## src/rtl/srx_pkg.sv

```systemverilog
// Shared definitions for the serial receiver: oversampling rate, the
// receiver state type and the frame length helper.
package srx_pkg;

    localparam int OS_RATE = 16;

    typedef enum logic [2:0] {
        ST_IDLE,
        ST_START,
        ST_DATA,
        ST_PAR,
        ST_STOP1,
        ST_STOP2,
        ST_HOLD
    } rx_state_e;

    // Ticks in one frame: start + (5+len) data + parity + 1 or 2 stop bits.
    function automatic logic [9:0] frame_ticks(input logic [1:0] len,
                                               input logic pen,
                                               input logic two);
        int nbits;
        nbits = 7 + int'(len) + int'(pen) + int'(two);
        return 10'(nbits * OS_RATE);
    endfunction

endpackage

```

## src/rtl/srx_tick_gen.sv

```systemverilog
// Tick generator: one-cycle pulse every (divisor+1) clocks.
// Assumes the divisor changes only while the line is idle.
module srx_tick_gen #(
    parameter int DIV_W = 16
) (
    input  logic             clk,
    input  logic             rst_n,
    input  logic [DIV_W-1:0] divisor,
    output logic             tick_o
);
    logic [DIV_W-1:0] cnt_q;

    // Down-counter that reloads from the divisor after reaching zero.
    always_ff @(posedge clk) begin
        if (!rst_n)            cnt_q <= '0;
        else if (cnt_q == '0)  cnt_q <= divisor;
        else                   cnt_q <= cnt_q - 1'b1;
    end

    assign tick_o = (cnt_q == '0);
endmodule

```

## src/rtl/srx_frame_rx.sv

```systemverilog
// Frame receiver: finds the start bit, samples every bit in its middle
// (tick count OS_RATE/2 for the start bit, then every OS_RATE ticks),
// and gives a one-cycle push with the word and its parity and stop status.
// Assumes rx_i is already synchronised to clk.
module srx_frame_rx
    import srx_pkg::*;
(
    input  logic       clk,
    input  logic       rst_n,
    input  logic       tick_i,
    input  logic       rx_i,
    input  logic [1:0] cfg_data_len,
    input  logic       cfg_parity_en,
    input  logic       cfg_parity_odd,
    input  logic       cfg_two_stop,
    output logic       push_o,
    output logic [7:0] word_o,
    output logic       perr_o,
    output logic       ferr_o
);
    localparam int CW = $clog2(OS_RATE);
    localparam logic [CW-1:0] MID  = CW'(OS_RATE/2 - 1);
    localparam logic [CW-1:0] FULL = CW'(OS_RATE - 1);

    rx_state_e     state_q;
    logic [CW-1:0] os_cnt_q;
    logic [2:0]    bit_idx_q;
    logic [7:0]    shreg_q;
    logic          par_acc_q, perr_q, ferr_q;
    logic          at_full, done;
    logic [2:0]    last_idx;

    // Decode of the sample point and the last bit of the frame.
    always_comb begin
        last_idx = 3'd4 + 3'(cfg_data_len);
        at_full  = tick_i && (os_cnt_q == FULL);
        done     = at_full && ((state_q == ST_STOP1 && !cfg_two_stop) ||
                               state_q == ST_STOP2);
    end

    // Frame state machine with oversample counter and shift register.
    always_ff @(posedge clk) begin
        if (!rst_n) begin
            state_q   <= ST_IDLE;
            os_cnt_q  <= '0;
            bit_idx_q <= '0;
            shreg_q   <= '0;
            par_acc_q <= 1'b0;
            perr_q    <= 1'b0;
            ferr_q    <= 1'b0;
            push_o    <= 1'b0;
            word_o    <= '0;
            perr_o    <= 1'b0;
            ferr_o    <= 1'b0;
        end else begin
            push_o <= 1'b0;
            if (done) begin
                push_o   <= 1'b1;
                word_o   <= shreg_q;
                perr_o   <= perr_q;
                ferr_o   <= ferr_q | !rx_i;
                os_cnt_q <= '0;
                state_q  <= rx_i ? ST_IDLE : ST_HOLD;
            end else begin
                case (state_q)
                    ST_IDLE: if (!rx_i) begin
                        state_q  <= ST_START;
                        os_cnt_q <= '0;
                    end
                    ST_START: if (tick_i) begin
                        if (os_cnt_q == MID) begin
                            os_cnt_q <= '0;
                            if (rx_i) state_q <= ST_IDLE;
                            else begin
                                state_q   <= ST_DATA;
                                bit_idx_q <= '0;
                                shreg_q   <= '0;
                                par_acc_q <= 1'b0;
                                perr_q    <= 1'b0;
                                ferr_q    <= 1'b0;
                            end
                        end else os_cnt_q <= os_cnt_q + 1'b1;
                    end
                    ST_HOLD: if (rx_i) state_q <= ST_IDLE;
                    default: if (tick_i) begin
                        if (at_full) begin
                            os_cnt_q <= '0;
                            case (state_q)
                                ST_DATA: begin
                                    shreg_q[bit_idx_q] <= rx_i;
                                    par_acc_q          <= par_acc_q ^ rx_i;
                                    if (bit_idx_q == last_idx)
                                        state_q <= cfg_parity_en ? ST_PAR : ST_STOP1;
                                    else
                                        bit_idx_q <= bit_idx_q + 1'b1;
                                end
                                ST_PAR: begin
                                    perr_q  <= (par_acc_q ^ rx_i) != cfg_parity_odd;
                                    state_q <= ST_STOP1;
                                end
                                ST_STOP1: begin
                                    ferr_q  <= !rx_i;
                                    state_q <= ST_STOP2;
                                end
                                default: state_q <= ST_IDLE;
                            endcase
                        end else os_cnt_q <= os_cnt_q + 1'b1;
                    end
                endcase
            end
        end
    end
endmodule

```

## src/rtl/srx_fifo.sv

```systemverilog
// Show-ahead word store. A push while full is refused and reported on
// overrun_o. Assumes DEPTH is a power of two.
module srx_fifo #(
    parameter int DEPTH = 16,
    parameter int W     = 8,
    localparam int AW   = $clog2(DEPTH),
    localparam int CNTW = $clog2(DEPTH + 1)
) (
    input  logic            clk,
    input  logic            rst_n,
    input  logic            push_i,
    input  logic [W-1:0]    data_i,
    input  logic            pop_i,
    output logic [W-1:0]    data_o,
    output logic            empty_o,
    output logic            full_o,
    output logic [CNTW-1:0] count_o,
    output logic            overrun_o
);
    logic [W-1:0]  mem_q [DEPTH];
    logic [AW-1:0] wptr_q, rptr_q;
    logic          do_push, do_pop;

    assign empty_o   = (count_o == '0);
    assign full_o    = (count_o == CNTW'(DEPTH));
    assign do_push   = push_i && !full_o;
    assign do_pop    = pop_i && !empty_o;
    assign overrun_o = push_i && full_o;
    assign data_o    = mem_q[rptr_q];

    // Storage array write.
    always_ff @(posedge clk) begin
        if (do_push) mem_q[wptr_q] <= data_i;
    end

    // Pointer and occupancy bookkeeping.
    always_ff @(posedge clk) begin
        if (!rst_n) begin
            wptr_q  <= '0;
            rptr_q  <= '0;
            count_o <= '0;
        end else begin
            if (do_push) wptr_q <= wptr_q + 1'b1;
            if (do_pop)  rptr_q <= rptr_q + 1'b1;
            count_o <= count_o + CNTW'(do_push) - CNTW'(do_pop);
        end
    end
endmodule

```

## src/rtl/srx_receiver.sv

```systemverilog
// Serial receiver top: input synchroniser, tick generator, frame
// receiver, word store, sticky error flags, break and time-out counters.
// Assumes the configuration is stable while a frame is in flight.
module srx_receiver
    import srx_pkg::*;
#(
    parameter int DEPTH = 16,
    parameter int DIV_W = 16,
    localparam int CNTW = $clog2(DEPTH + 1)
) (
    input  logic             clk,
    input  logic             rst_n,
    input  logic             rxd_i,
    input  logic [DIV_W-1:0] cfg_divisor,
    input  logic [1:0]       cfg_data_len,
    input  logic             cfg_parity_en,
    input  logic             cfg_parity_odd,
    input  logic             cfg_two_stop,
    input  logic             rd_en_i,
    output logic [7:0]       rd_data_o,
    output logic             fifo_empty_o,
    output logic             fifo_full_o,
    output logic [CNTW-1:0]  fifo_count_o,
    input  logic             stat_rd_i,
    output logic             err_overrun_o,
    output logic             err_parity_o,
    output logic             err_frame_o,
    output logic             err_break_o,
    output logic             timeout_o
);
    logic [1:0]  sync_q;
    logic        rx_s, tick, f_push, f_perr, f_ferr, ovr_evt, brk_evt;
    logic [7:0]  f_word;
    logic [9:0]  ft;
    logic [9:0]  brk_cnt_q;
    logic [10:0] to_cnt_q, to_limit;

    // Two-stage synchroniser for the asynchronous line, idle high.
    always_ff @(posedge clk) begin
        if (!rst_n) sync_q <= 2'b11;
        else        sync_q <= {sync_q[0], rxd_i};
    end
    assign rx_s = sync_q[1];

    srx_tick_gen #(.DIV_W(DIV_W)) u_tick (
        .clk(clk), .rst_n(rst_n), .divisor(cfg_divisor), .tick_o(tick)
    );

    srx_frame_rx u_frame (
        .clk(clk), .rst_n(rst_n), .tick_i(tick), .rx_i(rx_s),
        .cfg_data_len(cfg_data_len), .cfg_parity_en(cfg_parity_en),
        .cfg_parity_odd(cfg_parity_odd), .cfg_two_stop(cfg_two_stop),
        .push_o(f_push), .word_o(f_word), .perr_o(f_perr), .ferr_o(f_ferr)
    );

    srx_fifo #(.DEPTH(DEPTH), .W(8)) u_fifo (
        .clk(clk), .rst_n(rst_n), .push_i(f_push), .data_i(f_word),
        .pop_i(rd_en_i), .data_o(rd_data_o), .empty_o(fifo_empty_o),
        .full_o(fifo_full_o), .count_o(fifo_count_o), .overrun_o(ovr_evt)
    );

    assign ft       = frame_ticks(cfg_data_len, cfg_parity_en, cfg_two_stop);
    assign to_limit = 11'(ft) * 11'd3;
    assign brk_evt  = tick && !rx_s && (brk_cnt_q == ft);

    // Low-line length in ticks, saturating one past a frame.
    always_ff @(posedge clk) begin
        if (!rst_n || rx_s)                     brk_cnt_q <= '0;
        else if (tick && brk_cnt_q <= ft)       brk_cnt_q <= brk_cnt_q + 1'b1;
    end

    // Ticks since the last completed frame while words are waiting.
    always_ff @(posedge clk) begin
        if (!rst_n || f_push || fifo_empty_o)   to_cnt_q <= '0;
        else if (tick && to_cnt_q != to_limit)  to_cnt_q <= to_cnt_q + 1'b1;
    end
    assign timeout_o = !fifo_empty_o && (to_cnt_q == to_limit);

    // Sticky error flags: a new event wins over the status-read clear.
    always_ff @(posedge clk) begin
        if (!rst_n) begin
            err_overrun_o <= 1'b0;
            err_parity_o  <= 1'b0;
            err_frame_o   <= 1'b0;
            err_break_o   <= 1'b0;
        end else begin
            err_overrun_o <= (err_overrun_o & !stat_rd_i) | ovr_evt;
            err_parity_o  <= (err_parity_o  & !stat_rd_i) | (f_push & f_perr);
            err_frame_o   <= (err_frame_o   & !stat_rd_i) | (f_push & f_ferr);
            err_break_o   <= (err_break_o   & !stat_rd_i) | brk_evt;
        end
    end
endmodule

```

## config.mk

```make
export PLATFORM = sky130hd
export DESIGN_NAME = srx_receiver
export DESIGN_NICKNAME = d
export VERILOG_FILES = /design/src/rtl/srx_pkg.sv /design/src/rtl/srx_tick_gen.sv /design/src/rtl/srx_frame_rx.sv /design/src/rtl/srx_fifo.sv /design/src/rtl/srx_receiver.sv
export SDC_FILE = /design/constraint.sdc
export NUM_CORES = 1
export LEC_CHECK = 0
export BUFFER_PORTS_ARGS = -buffer_cell sky130_fd_sc_hd__buf_4
export CAP_MARGIN = 20
export CELL_PAD_IN_SITES_DETAIL_PLACEMENT = 1
export CELL_PAD_IN_SITES_GLOBAL_PLACEMENT = 2
export CORE_MARGIN = 8
export CORE_UTILIZATION = 43
export CTS_CLUSTER_SIZE = 30
export DETAILED_ROUTE_END_ITERATION = 10
export PLACE_DENSITY_LB_ADDON = 0.1
export SLEW_MARGIN = 20
export SYNTH_ARGS = -nofsm -noshare
export SYNTH_HDL_FRONTEND = slang
export SYNTH_SLANG_ARGS = --single-unit
```

## constraint.sdc

```tcl
create_clock -name clk -period 5.44 [get_ports clk]
set_input_delay 1.088 -clock clk [delete_from_list [all_inputs] [get_ports clk]]
set_output_delay 1.088 -clock clk [all_outputs]
set_load 0.02 [all_outputs]
```

==> reports/metrics.yaml, run 1 <==
run_status:
  outcome: "finished, final reports clean"
final_layout:
  nNetsFinal: 894
  multiInputGateArea_mm2: 0.00387
  layout-drive-gt1-share_pct: 16.3
  final-seq-area_mm2: 0.00569
  n_fill_cell: 2325
  most-common-layout-cells: "edfxtp_1 (128), dfxtp_1 (90), nor2_1 (81), buf_4 (55), nand2_1 (42)"
  layout_commonest_cell: "edfxtp_1"
  syn2layout_area_growth_pct: 14.1
  diodes: 0
  fin_util_pct: 49.7
  final_area_mm2: 0.0112
critical_path:
  crit_fanout: 4
  critPathKind: "input port to output port"
  crit_arrival_ps: 3870
  end_kind: "output port"
  worstSetupStartpointType: "input port"
  cp.required_ps: 4350
logic_synthesis:
  yosysTopAreaCellShare_pct: 39.1
  synth_edf_count: 128
  yosys_warnings: 0
  syn_nets: 854
  synth_cells: 795
  syn_area_mm2: 0.00983
  synth-seq-area-share_pct: 57.8
  async_flop_share_pct: 0
  yosysUniqueCellTypes: 55
  synthFlopType: "edfxtp_1"
  synth_largest_area_cell: "edfxtp_1"
  ys_ff_latch: 220
  yosys-top-cells-area: "edfxtp_1 (39%), dfxtp_1 (19%), mux4_2 (9.2%), ha_1 (3.7%), nor2_1 (3.1%)"
  syn_area_per_cell_um2: 12.4
power_and_ir_drop:
  ir_drop_v: 0.000186
  power_density_mw_per_mm2: 401
  p_leak_nw: 4.25
route:
  vias_per_cell: 5.68
  vias: 6461
  first_pass_iters: 4
  drcViolationCount: 0
  routedWlPerCell_um: 20.8
  drt-total-wl_um: 23700
  drt-initial-drc-count: 359
  ant_nets: 0
timing:
  setup_viol: 0
  relSlewSlack_pct: 33.3
  max_freq_ghz: 0.202
  fin_crit_ps: 4960
  fin_worst_skew_ps: 14.3
  tightest_slew_ps: 997
  rsz0062_at_grt: "false"
  setup_slack_ps: 485
  finalHoldViolCount: 0
  fin_crit_sh_pct: 91.1
  slew_viol_final: 0
  whs_ps: 432
  tns_ps: 0
placed_design:
  gp_congestion: 0.821
  dp_slack_ps: 453
  hpwlAfterDp_um: 16500
  portBuffers: 45
  postPlaceCellArea_mm2: 0.0104
floorplan:
  initial_core_util_pct: 43.6
  core_mm2: 0.0226
  ioPinCount: 46
  fp-row-count: 55
  die_y_um: 167
  die_area_mm2: 0.0280
  die_x_um: 167
grt:
  overflow: 0
  grt_pass1_vias: 6998
  grt_first_pass_wirelength_um: 38300
  grt.total_usage_pct: 17.0
  grt_max_degree: 51
  antenna_found_initial: 0
clock_network:
  ctsResizeCount: 0
  h-tree-depth: 1
  post_cts_buffers: 0
  cts_tree: "done"
  clock_path_buffers: 3
  cts_sinks: 220
  ctsHoldBuffers: 0
  clkTransAtPathRegs_ps: 60
  clkLatencyLatePin_ps: 510
  cts-root-buf: "clkbuf_16"
  numCtsBuffers: 25
flow_run:
  cap_violations: 0
worst_hold_path:
  hold_class: "register to register"
==> cell families after synthesis <==
| logic type | Yosys count | synth area share, % |
|---|---|---|
| adder cells (fa/ha/maj) | 33 | 4.51 |
| AND/OR/NAND/NOR | 258 | 13.7 |
| buffers and inverters | 76 | 2.90 |
| AO/OA/AOI/OAI | 120 | 7.48 |
| flip-flops | 220 | 57.8 |
| XOR/XNOR | 34 | 3.03 |
| multiplexers | 54 | 10.6 |
==> cell usage after synthesis, drive strengths merged (3+ instances only) <==
cell type	instances
inv	34
edfxtp	128
nand4	17
ha	29
nor2b	9
o21ai	37
xor2	12
nand4b	4
nand2b	12
nor2	81
o21a	5
a31oi	4
and3	5
mux4	40
nand2	42
buf	9
fa	4
clkbuf	33
or3	10
xnor2	22
nor4	8
a211oi	7
a21oi	34
dfxtp	92
nand3	20
o31ai	8
or4	17
nor3	19
mux2i	14
o41ai	3
nor4b	5
a22oi	3
o211ai	6
==> final timing paths <==
path / startpoint / endpoint / slack, ps / depth (start not counted)
worst max-delay path: cfg_data_len[0] / timeout_o / 480 / 15
worst min-delay path: sync_q[0] / sync_q[1] / 430 / 1
worst max register to register: u_frame.state_q[0] / u_frame.shreg_q[6] / 2240 / 6
worst min register to register: sync_q[0] / sync_q[1] / 430 / 1
==> sequential cells by signal (all words and copies together), names as in the netlist, 2 cells and up, named ones only <==
register / count
brk_cnt_q: 10
sync_q: 2
to_cnt_q: 11
u_fifo.count_o: 5
u_fifo.mem_q: 128
u_fifo.rptr_q: 4
u_fifo.wptr_q: 4
u_frame.bit_idx_q: 3
u_frame.os_cnt_q: 4
u_frame.shreg_q: 8
u_frame.state_q: 3
u_frame.word_o: 8
u_tick.cnt_q: 16
==> metal layers <==
metal | routed length [um] | global-route usage (%) | vias up
met5 | 0 | 0 | -
met4 | 475 | 3.96 | 0
met3 | 894 | 3.10 | 33
met2 | 11800 | 30.4 | 102
met1 | 10500 | 20.9 | 3274
li1 | - | - | 3052
==> stage by stage <==
stage,power (mW),std cells
after floorplan,2.67,795
after global placement,2.94,1093
after detailed placement,2.98,1093
after CTS,4.56,1138
after global routing,4.74,1138
final,4.50,1138
==> critical path, stage by stage <==
cell	delay, ps
buf_4	90
inv_1	60
ha_1	270
inv_1	40
ha_1	160
inv_1	110
fa_1	500
ha_1	250
fa_1	510
xnor2_1	120
nand4_1	130
nor2_1	130
o21ai_0	90
nor3_1	150
buf_4	170
==> power breakdown <==
| part | leakage (nW) | switching (mW) | internal [mW] |
|---|---|---|---|
| Clock | 0.371 | 0.659 | 0.906 |
| Combinational | 1.64 | 0.522 | 0.420 |
| Sequential | 2.24 | 0.176 | 1.82 |
| Total | 4.25 | 1.36 | 3.15 |
==> cell type report <==
type,instances,area share (%)
Sequential cell,220,50.7
Tap cell,285,3.18
Timing Repair Buffer,55,3.68
Clock inverter,15,1.00
Clock buffer,30,5.83
Multi-Input combinational cell,499,34.5
Inverter,34,1.14
No activity file was read; power rests on OpenSTA's default activity.
==> run 2, diff against run 1 <==
REMOVE_ABC_BUFFERS = 1   (was not set)
==> run 2 against run 1 <==
Compared with the run above:
- final cell count down 0.70%
- setup slack worse by 170 ps
- clock power up 5%
- critical path type unchanged
- critical endpoint unchanged
- largest cell class unchanged
- highest routed layer unchanged
==> reports/metrics.yaml, run 2 (synthesis results as in run 1) <==
power_and_ir_drop:
  ir_drop_v: 0.000220
  power_density_mw_per_mm2: 405
  p_leak_nw: 4.25
  power.total_mw: 4.55
clock_network:
  clkLatencyLatePin_ps: 520
  clock_path_buffers: 3
  h-tree-depth: 1
  cts_tree: "done"
  ctsHoldBuffers: 0
  numCtsBuffers: 24
  post_cts_buffers: 0
  cts_sinks: 220
  cts-root-buf: "clkbuf_16"
  clkTransAtPathRegs_ps: 60
  ctsResizeCount: 0
critical_path:
  critPathMaxStageDelay_ps: 620
  crit_path_end: "timeout_o"
  cp.required_ps: 4350
  crit_fanout: 4
  r2r_slack_ps: 2030
  end_kind: "output port"
  critPathSlowestCell: "fa_1"
  worst-path-buf-inv: 5
  worstSetupStartpointType: "input port"
  crit_start: "cfg_data_len[0]"
  critPathKind: "input port to output port"
  crit_arrival_ps: 4040
  r2r-start: "u_fifo.count_o[2]"
  r2r-end: "u_fifo.count_o[4]"
  ff2ff_path_depth: 14
  path_delay_family: "adder cells"
  crit_chain: "buf_4 -> inv_1 -> ha_1 -> inv_1 -> ha_1 -> inv_1 -> fa_1 -> ha_1 -> fa_1 -> xnor2_1 -> nand4_1 -> nor2_1 -> o21ai_0 -> nor3_1 -> buf_4"
  crit_cells: 15
route:
  route.met2.wl_um: 12500
  top_layer: "met4"
  wl_met3_um: 811
  drt-initial-drc-count: 315
  first_pass_iters: 4
  drt-total-wl_um: 23800
  wl_met1_um: 10000
  vias: 6424
  ant_nets: 0
  routedWlPerCell_um: 21.1
  vias_per_cell: 5.68
  drcViolationCount: 0
final_layout:
  n_fill_cell: 2314
  largestRegisters: "u_fifo.mem_q: 128 flops, u_tick.cnt_q: 16 flops, to_cnt_q: 11 flops"
  nNetsFinal: 886
  top_register: "u_fifo.mem_q"
  most-common-layout-cells: "edfxtp_1 (128), dfxtp_1 (90), nor2_1 (81), buf_4 (48), nand2_1 (42)"
  layout-drive-gt1-share_pct: 16.0
  syn2layout_area_growth_pct: 14.1
  diodes: 0
  layout_commonest_cell: "edfxtp_1"
  largest_reg_flops: 128
timing:
  fin_crit_sh_pct: 94.3
  finalHoldViolCount: 0
  relSlewSlack_pct: 28.1
  tightest_slew_ps: 1060
  fin_worst_skew_ps: 15.3
  max_freq_ghz: 0.195
  slew_viol_final: 0
  tns_ps: 0
  rsz0062_at_grt: "false"
  fin_crit_ps: 5130
  setup_viol: 0
grt:
  grt_pass1_vias: 6982
  grt_max_degree: 53
  grt_first_pass_wirelength_um: 38400
  grt.total_usage_pct: 17.0
  antenna_found_initial: 0
  overflow: 0
worst_hold_path:
  hold_class: "register to register"
flow_run:
  cap_violations: 0
placed_design:
  portBuffers: 45
  hpwlAfterDp_um: 16400
  gp_congestion: 0.809
floorplan:
  die_y_um: 167
  core_mm2: 0.0226
  die_area_mm2: 0.0280
  die_x_um: 167
  initial_core_util_pct: 43.6
  ioPinCount: 46
  fp-row-count: 55
run_status:
  outcome: "finished, final reports clean"
## run 2: cell count changes in the layout (fill, tap and decap cells not counted)
cell	change
clkinv_2	-2
clkinv_4	+1
nor3_1	-4
nor3_2	+4
clkinv_8	-1
clkbuf_1	+5
buf_4	-7
inv_6	-1
clkinv_1	-5
bufinv_16	+2
## run 2: final cells by class
class,instances,area (um^2),area share (%)
flip-flops and latches,220,5690,50.7
multi-input cells,499,3890,34.6
clock buffers,35,673,6.00
repair buffers,48,360,3.21
well taps,285,357,3.18
clock inverters,9,128,1.14
inverters,34,128,1.14
## run 2: power by group
part	switching, mW	internal, mW	total (mW)
logic	0.500	0.403	0.903
clock network	0.647	1.00	1.65
registers	0.176	1.82	2.00
## run 2: how the worst min path moves through the flow
stage | to | start | cells after the start | slack, ps
4_1_cts | sync_q[1] | sync_q[0] | 1 | 420
6_report | sync_q[1] | sync_q[0] | 1 | 410
3_3_place_gp | sync_q[1] | sync_q[0] | 1 | 390
3_5_place_dp | sync_q[1] | sync_q[0] | 1 | 400
2_1_floorplan | sync_q[1] | sync_q[0] | 1 | 390
5_1_grt | sync_q[1] | sync_q[0] | 1 | 440
## run 2: per-layer routing
metal / vias up / global-route usage [%]
li1: 3041 / -
met1: 3221 / 19.9
met2: 125 / 31.9
met3: 37 / 2.42
met4: 0 / 4.93
met5: - / 0
## run 2: metrics by stage
step / area (um^2) / hold WS, ps / instances / util, % / setup WS (ps)
final: 11200 / 413 / 1130 / 49.7 / 311
after global placement: 10400 / 392 / 1086 / 46.1 / 380
after detailed placement: 10400 / 397 / 1086 / 46.2 / 309
after floorplan: 9670 / 386 / 753 / - / 600
after global routing: 11200 / 443 / 1130 / 49.7 / 115
after CTS: 11200 / 419 / 1130 / 49.7 / 261
==> run 3, diff against run 2 <==
PLACE_DENSITY_LB_ADDON = 0.2   (was 0.1)
==> run 3 against run 2 <==
Compared with the run above:
- flip-flop and latch count stayed put
- final cell count grew 0.35%
- first-iteration DRC count up 3.5%
- sequential power barely moved
- clock power shrank 4%
- global-route usage is essentially flat
- combinational power is 1% higher
- critical endpoint unchanged
- sequential share of layout area up 0.11 points
- maximum frequency decreased by 0.96%
- worst hold slack better by 19 ps
- utilization down 0.11 points
- register-to-register slack better by 250 ps
==> reports/metrics.yaml, run 3 (synthesis results as in run 1) <==
floorplan:
  die_x_um: 167
  initial_core_util_pct: 43.6
  core_mm2: 0.0226
  die_y_um: 167
  ioPinCount: 46
  fp-row-count: 55
  die_area_mm2: 0.0280
route:
  ant_nets: 0
  vias: 6448
  drcViolationCount: 0
  drt-total-wl_um: 23700
  drt-initial-drc-count: 326
  first_pass_iters: 4
  routedWlPerCell_um: 20.9
  vias_per_cell: 5.69
clock_network:
  clkLatencyLatePin_ps: 520
  h-tree-depth: 1
  ctsResizeCount: 0
  numCtsBuffers: 24
  cts-root-buf: "clkbuf_16"
  post_cts_buffers: 0
  clock_path_buffers: 3
  ctsHoldBuffers: 0
  cts_sinks: 220
  clkTransAtPathRegs_ps: 50
  cts_tree: "done"
placed_design:
  dp_slack_ps: 265
  gp_congestion: 0.785
  portBuffers: 45
  hpwlAfterDp_um: 16400
  place_inst: 1090
  postPlaceCellArea_mm2: 0.0104
critical_path:
  worstSetupStartpointType: "input port"
  crit_chain: "buf_4 -> inv_1 -> ha_1 -> inv_1 -> ha_1 -> inv_1 -> fa_1 -> ha_1 -> fa_1 -> xnor2_1 -> nand4_1 -> nor2_1 -> o21ai_0 -> nor3_1 -> buf_4"
  critPathSlowestCell: "fa_1"
  crit_fanout: 4
  end_kind: "output port"
  critPathKind: "input port to output port"
  crit_arrival_ps: 4090
  critPathMaxStageDelay_ps: 530
  cp.required_ps: 4350
timing:
  max_freq_ghz: 0.193
  setup_viol: 0
  fin_worst_skew_ps: 13.6
  finalHoldViolCount: 0
  tightest_slew_ps: 1020
  whs_ps: 432
  slew_viol_final: 0
  relSlewSlack_pct: 32.1
  fin_crit_ps: 5180
  tns_ps: 0
  rsz0062_at_grt: "false"
  fin_crit_sh_pct: 95.2
  setup_slack_ps: 261
final_layout:
  largestRegisters: "u_fifo.mem_q: 128 flops, u_tick.cnt_q: 16 flops, to_cnt_q: 11 flops"
  final-seq-area_mm2: 0.00569
  layout-drive-gt1-share_pct: 16.0
  nNetsFinal: 890
  diodes: 0
  n_fill_cell: 2358
  largest_reg_flops: 128
  top_register: "u_fifo.mem_q"
  layout_commonest_cell: "edfxtp_1"
  most-common-layout-cells: "edfxtp_1 (128), dfxtp_1 (90), nor2_1 (81), buf_4 (52), nand2_1 (42)"
  final_area_mm2: 0.0112
  syn2layout_area_growth_pct: 13.9
  multiInputGateArea_mm2: 0.00387
  finalNonFillerCells: 1134
grt:
  grt_first_pass_wirelength_um: 38500
  grt_max_degree: 53
  overflow: 0
  grt_pass1_vias: 7120
  antenna_found_initial: 0
  grt.total_usage_pct: 17.0
power_and_ir_drop:
  ir_drop_v: 0.000235
  power_density_mw_per_mm2: 401
  p_leak_nw: 4.24
worst_hold_path:
  hold_class: "register to register"
flow_run:
  cap_violations: 0
run_status:
  outcome: "finished, final reports clean"
run 3: final timing paths:
path	start	end	slack, ps	cells past startpoint
hold reg to reg	sync_q[0]	sync_q[1]	430	1
setup reg to reg	u_frame.state_q[0]	u_frame.shreg_q[6]	2280	6
hold / removal	sync_q[0]	sync_q[1]	430	1
setup / recovery	cfg_data_len[0]	timeout_o	260	15
run 3: critical path: cells and delay by family:
family | cells | cell delay [ps]
buffers and inverters | 5 | 500
adders and majority gates | 5 | 1760
AOI/OAI and AO/OA | 1 | 90
xor gates and xnor gates | 1 | 130
and+or+nand+nor | 3 | 530
run 3: stage by stage:
stage | total power, mW | utilization [%]
CTS | 4.55 | 49.6
floorplan | 2.65 | -
finish | 4.49 | 49.6
detailed placement | 2.96 | 46.2
global placement | 2.91 | 46.2
global route | 4.72 | 49.6
run 3: metal layers:
layer  vias up  part of all wire (%)  GRT usage, %
met5         -                     0             0
met4         0                   2.3          4.46
met3        37                   3.7          2.66
met2       112                    53          32.3
met1      3249                    41          19.4
li1       3050                     -             -
run 3: area by class of cell:
class	instances	area share [%]
sequential	220	50.8
multi-input combinational	499	34.5
clock buffer	32	5.72
timing repair buffer	52	3.49
tap	285	3.19
inverter	34	1.14
clock inverter	12	1.12
run 3: power breakdown:
part           total [mW]  switching (mW)  internal, mW
sequential           2.00           0.181          1.82
clock                1.58           0.651         0.926
combinational       0.914           0.504         0.410
total                4.49            1.34          3.16
